**config.mk**
```make
export PLATFORM = sky130hd
export DESIGN_NAME = casc_counter
export DESIGN_NICKNAME = d
export VERILOG_FILES = /design/src/rtl/ctr_pkg.sv /design/src/rtl/ctr_mode_dec.sv /design/src/rtl/ctr_slice.sv /design/src/rtl/casc_counter.sv
export SDC_FILE = /design/constraint.sdc
export NUM_CORES = 1
export LEC_CHECK = 0
export ABC_CLOCK_PERIOD_IN_PS = 2270
export BUFFER_PORTS_ARGS = -buffer_cell sky130_fd_sc_hd__buf_2
export CAP_MARGIN = 5
export CORE_ASPECT_RATIO = 0.7
export CORE_MARGIN = 5
export CORE_UTILIZATION = 30
export DETAILED_ROUTE_END_ITERATION = 7
export PLACE_DENSITY = 0.52
export SKIP_LAST_GASP = 1
export SYNTH_ARGS = -nofsm -noshare
export SYNTH_HDL_FRONTEND = slang
export SYNTH_SLANG_ARGS = --single-unit
```
**constraint.sdc**
```tcl
create_clock -name clk -period 2.27 [get_ports clk]
set_input_delay 0.227 -clock clk [delete_from_list [all_inputs] [get_ports clk]]
set_output_delay 0.227 -clock clk [all_outputs]
set_load 0.05 [all_outputs]
```
**src/rtl/ctr_pkg.sv**
```systemverilog
package ctr_pkg;
    typedef enum logic [1:0] {
        OP_CLEAR = 2'd0,
        OP_LOAD  = 2'd1,
        OP_COUNT = 2'd2,
        OP_HOLD  = 2'd3
    } slice_op_e;
endpackage

```
**src/rtl/ctr_mode_dec.sv**
```systemverilog
module ctr_mode_dec
    import ctr_pkg::*;
(
    input  logic      clr_n,
    input  logic      load_n,
    input  logic      en_p,
    input  logic      en_t,
    output slice_op_e op
);
    // Priority: clear, then load, then count; otherwise stall.
    always_comb begin
        if (!clr_n)
            op = OP_CLEAR;
        else if (!load_n)
            op = OP_LOAD;
        else if (en_p && en_t)
            op = OP_COUNT;
        else
            op = OP_HOLD;
    end
endmodule

```
**src/rtl/ctr_slice.sv**
```systemverilog
module ctr_slice
    import ctr_pkg::*;
#(
    parameter int SLICE_W = 4
) (
    input  logic               clk,
    input  logic               clr_n,
    input  logic               load_n,
    input  logic               en_p,
    input  logic               en_t,
    input  logic [SLICE_W-1:0] d,
    output logic [SLICE_W-1:0] q,
    output logic               tc
);
    slice_op_e          op;
    logic [SLICE_W-1:0] q_r;
    logic [SLICE_W-1:0] q_nxt;

    ctr_mode_dec u_dec (
        .clr_n  (clr_n),
        .load_n (load_n),
        .en_p   (en_p),
        .en_t   (en_t),
        .op     (op)
    );

    always_comb begin
        unique case (op)
            OP_CLEAR: q_nxt = '0;
            OP_LOAD:  q_nxt = d;
            OP_COUNT: q_nxt = q_r + 1'b1;
            OP_HOLD:  q_nxt = q_r;
            default:  q_nxt = q_r;
        endcase
    end

    always_ff @(posedge clk) begin
        q_r <= q_nxt;
    end

    // Outputs: terminal count is gated by the carry-side enable only.
    always_comb begin
        q  = q_r;
        tc = en_t & (&q_r);
    end
endmodule

```
**src/rtl/casc_counter.sv**
```systemverilog
module casc_counter #(
    parameter int SLICE_W    = 4,
    parameter int NUM_SLICES = 3,
    localparam int CNT_W     = SLICE_W * NUM_SLICES
) (
    input  logic             clk,
    input  logic             clr_n,
    input  logic             load_n,
    input  logic [CNT_W-1:0] data_in,
    input  logic             cnt_en,
    input  logic             carry_in,
    output logic [CNT_W-1:0] count_out,
    output logic             carry_out
);
    logic [NUM_SLICES:0] chain;

    assign chain[0] = carry_in;

    for (genvar k = 0; k < NUM_SLICES; k++) begin : g_slice
        ctr_slice #(.SLICE_W(SLICE_W)) u_slice (
            .clk    (clk),
            .clr_n  (clr_n),
            .load_n (load_n),
            .en_p   (cnt_en),
            .en_t   (chain[k]),
            .d      (data_in[k*SLICE_W +: SLICE_W]),
            .q      (count_out[k*SLICE_W +: SLICE_W]),
            .tc     (chain[k+1])
        );
    end

    assign carry_out = chain[NUM_SLICES];
endmodule

```
==> summary.md <==
| Metric | Value |
|---|---|
| Vias per std cell | 4.78 |
| Max Cap Violations | 0 |
| Syn Inst Count | 76 |
| Worst path required time | 2.26 ns |
| Unrepaired setup endpoints after global routing | no |
| Area Growth Syn to Fin | 27.1% |
| Status | complete, no violations |
| Layout cell share with drive strength beyond 1 | 0.402 |
| Core Rows | 16 |
| Hold depth | 2 |
| Die Wd | 73.2 µm |
| Buffers on Ports | 29 |
| Static Leak | 0.479 nW |
| Largest family of logic cells by synthesized area | simple AND/OR/NAND/NOR gates |
| DR WL/cell | 13.3 µm |
| GPL Wtd Cong | 0.773 |
| Total track usage | 0.106 |
| H-tree levels | 1 |
| Post-CTS Setup Bufs | 0 |
| Num CTS Buffers | 3 |
| Power Dens Cells | 600 nW/µm² |
| Worst min-delay path startpoint | data_in[9] |
| Final core occ | 0.389 |
| Synth Area in Adders | 0.0894 |
| Place WS | 0.395 ns |
| Seq cells post-synth | 12 |
| Reg area | 360 µm² |
| Worst setup path startpoint | g_slice[0].u_slice.q[0] |
| Worst r2r path cells | 7 |
| FMAX | 0.531 GHz |
| Worst path most repeated cell | ha_1 |
| Post-synth top area cell | edfxtp_1 |
| Simple-gate share of the synthesized area | 0.247 |
| Post-route antenna net violation count | 0 |
| Critical-path top delay cell | edfxtp_1 |
| Total die area | 3970 µm² |
| Register area share after synthesis | 0.429 |
| Mux contribution to synthesized area | 0 |
| CTS clock-pin slew for the worst setup and hold paths | 0.05 ns |
| Setup ws final | 0.387 ns |
| Clock share of power | 0.308 |
| Worst-Skew Late Latency | 0.24 ns |
| Synth area leaders | edfxtp_1 (43%), ha_1 (8.9%), nand2b_1 (5.2%) |
| Net Sw Frac | 0.324 |
| Antenna violations before repair | 0 |
| CTS Buffer Depth | 2 |
| Total number of vias | 683 |
| Seq pwr share | 0.446 |
| # hold bufs at CTS | 0 |
| Min-Delay Path Class | in -> reg |
| Core Region | 2740 µm² |
| Initial core utilization | 0.306 |
| Slew @ Worst Pin | 0.238 ns |
| Placed Area | 1020 µm² |
| CTS root buf | clkbuf_8 |
| Post-synth cell types | 33 |
| Drt initial violations | 16 |
| Hold endpoint | g_slice[2].u_slice.q[1] |
| Grt ovf | 0 |
| Comb pwr share | 0.246 |
| Sw power | 0.208 mW |
| Largest net degree at the start of global routing | 12 |
| I/O pin count | 30 |
| Mean Syn Cell Area | 11.0 µm² |
| Critical Path End Type | flop |
| DRT Pass-1 Iters | 4 |
| Vias in the first global route | 658 |
| Internal | 0.433 mW |
| Post-Syn Nets | 99 |
| Hold Vio Cnt, Final | 0 |
| Total Power | 0.640 mW |
| Synth Area in Compound Gates | 0.145 |
| Max reg flops | 12 |
| Synth Area in XOR/XNOR | 0.0522 |
| Total Wirelength | 1900 µm |
| Clock sinks | 12 |
| Worst Skew | 0.00454 ns |
| CTS tree | done |
| Setup Viol. Count Final | 0 |
| Final period util | 0.829 |
| Final Max Slew Viols | 0 |
| Fin crit period | 1.88 ns |
| Resize count post-CTS | 0 |
| R2r setup slk | 0.39 ns |
| Multi-input gate area | 453 µm² |
| Total negative slack | 0 ns |
| Critical-path cell list | ha_1 -> nand3_4 -> o31ai_2 -> inv_1 -> ha_1 -> a22oi_1 -> nor2_1 |
| Antenna Diode Count | 0 |
| Setup CP Type | reg -> reg |
| CP max FO | 5 |
| FILL cells | 272 |
| Area of the mapped netlist | 840 µm² |
| HPWL Detailed | 1560 µm |
| Yosys Warn Count | 0 |
| Design area | 1070 µm² |
| Die Y | 54.3 µm |
| Maximum VDD drop | 0.270 mV |
| CP arrival | 1.88 ns |
| First-pass GRT wire length | 3060 µm |
| Drt drc | 0 |
| Critical R2R Capture | g_slice[1].u_slice.q[1] |
| Slew headroom | 0.841 |
| CP max stage delay | 0.39 ns |
| Top-area cell type share of the netlist area | 0.429 |
| Worst r2r src | g_slice[0].u_slice.q[0] |
| Critical Path Start Type | flop |
| NumNets Final | 131 |
## cell type report
type / count / share of cell area
Tap cell: 36 / 0.0422
Inverter: 5 / 0.0176
Clock inverter: 1 / 0.00352
Multi-Input combinational cell: 57 / 0.424
Sequential cell: 12 / 0.338
Clock buffer: 3 / 0.0387
Timing Repair Buffer: 29 / 0.136
## power groups by stage
stage / clock network (mW) / registers (mW) / logic (mW)
floorplan: 0 / 0.349 / 0.0528
global placement: 0 / 0.288 / 0.158
detailed placement: 0 / 0.290 / 0.158
CTS: 0.204 / 0.285 / 0.159
global route: 0.213 / 0.288 / 0.170
finish: 0.197 / 0.285 / 0.158
## kinds of logic (layout without fill, tap and decap cells)
group | count (synthesis) | count (layout)
simple gates | 31 | 31
compound gates | 15 | 15
flops | 12 | 12
buf+inv | 7 | 38
fa+ha+maj | 6 | 6
xor+xnor | 5 | 5
## synth_stat cells
cell      number
nand2b_1       7
a22oi_1        2
and2_4         1
nand3_1        3
o31ai_1        1
o31ai_2        2
nor3_2         1
nor3_1         1
inv_1          4
nand3_4        1
a21boi_0       3
nand4_2        1
xnor2_1        1
a21oi_1        1
o21a_1         1
buf_4          1
nand4b_1       1
and4_1         1
nor2b_1        2
edfxtp_1      12
nand3b_1       1
o21ai_0        2
nor2_1         2
nand4_1        2
nor4_2         1
and3_1         1
ha_1           6
a31oi_1        1
buf_2          1
a32o_2         2
inv_2          1
xor2_1         4
nand2_1        5
## worst max path at each step
| stage | endpoint | cells after the start |
|---|---|---|
| final | g_slice[1].u_slice.q[1] | 7 |
| after global routing | g_slice[1].u_slice.q[2] | 7 |
| after CTS | g_slice[1].u_slice.q[1] | 7 |
| after detailed placement | g_slice[1].u_slice.q[1] | 7 |
| after global placement | g_slice[1].u_slice.q[2] | 7 |
| after floorplan | g_slice[1].u_slice.q[1] | 7 |
## layer usage
layer  global-route usage  part of all wire
met3               0.0422             0.068
met2                0.145              0.41
met4               0.0368            0.0042
met1                0.149              0.52
met5                    0                 0
## per-stage QoR
stage / hold WS (ns) / std cells
after floorplan: 0.412 / 76
after global placement: 0.517 / 139
after detailed placement: 0.520 / 139
after CTS: 0.277 / 143
after global routing: 0.272 / 143
final: 0.281 / 143
## cell usage in the layout, fill, tap and decap left out, drive strengths merged, types with 3 or more instances in the layout
cell type   n
nand4       3
buf        29
a21boi      3
o31ai       3
nand2       5
edfxtp     12
clkbuf      3
inv         5
nand3       4
ha          6
xor2        4
nand2b      7
## critical path: cells and delay by family (launching register included)
kind                       cells  cell delay [ns]
and+or+nand+nor                2             0.20
buffers and inverters          1             0.10
DFF                            1             0.39
AOI/OAI and AO/OA              2             0.46
adders and majority gates      2             0.49
Power figures use the tool's default switching activity.
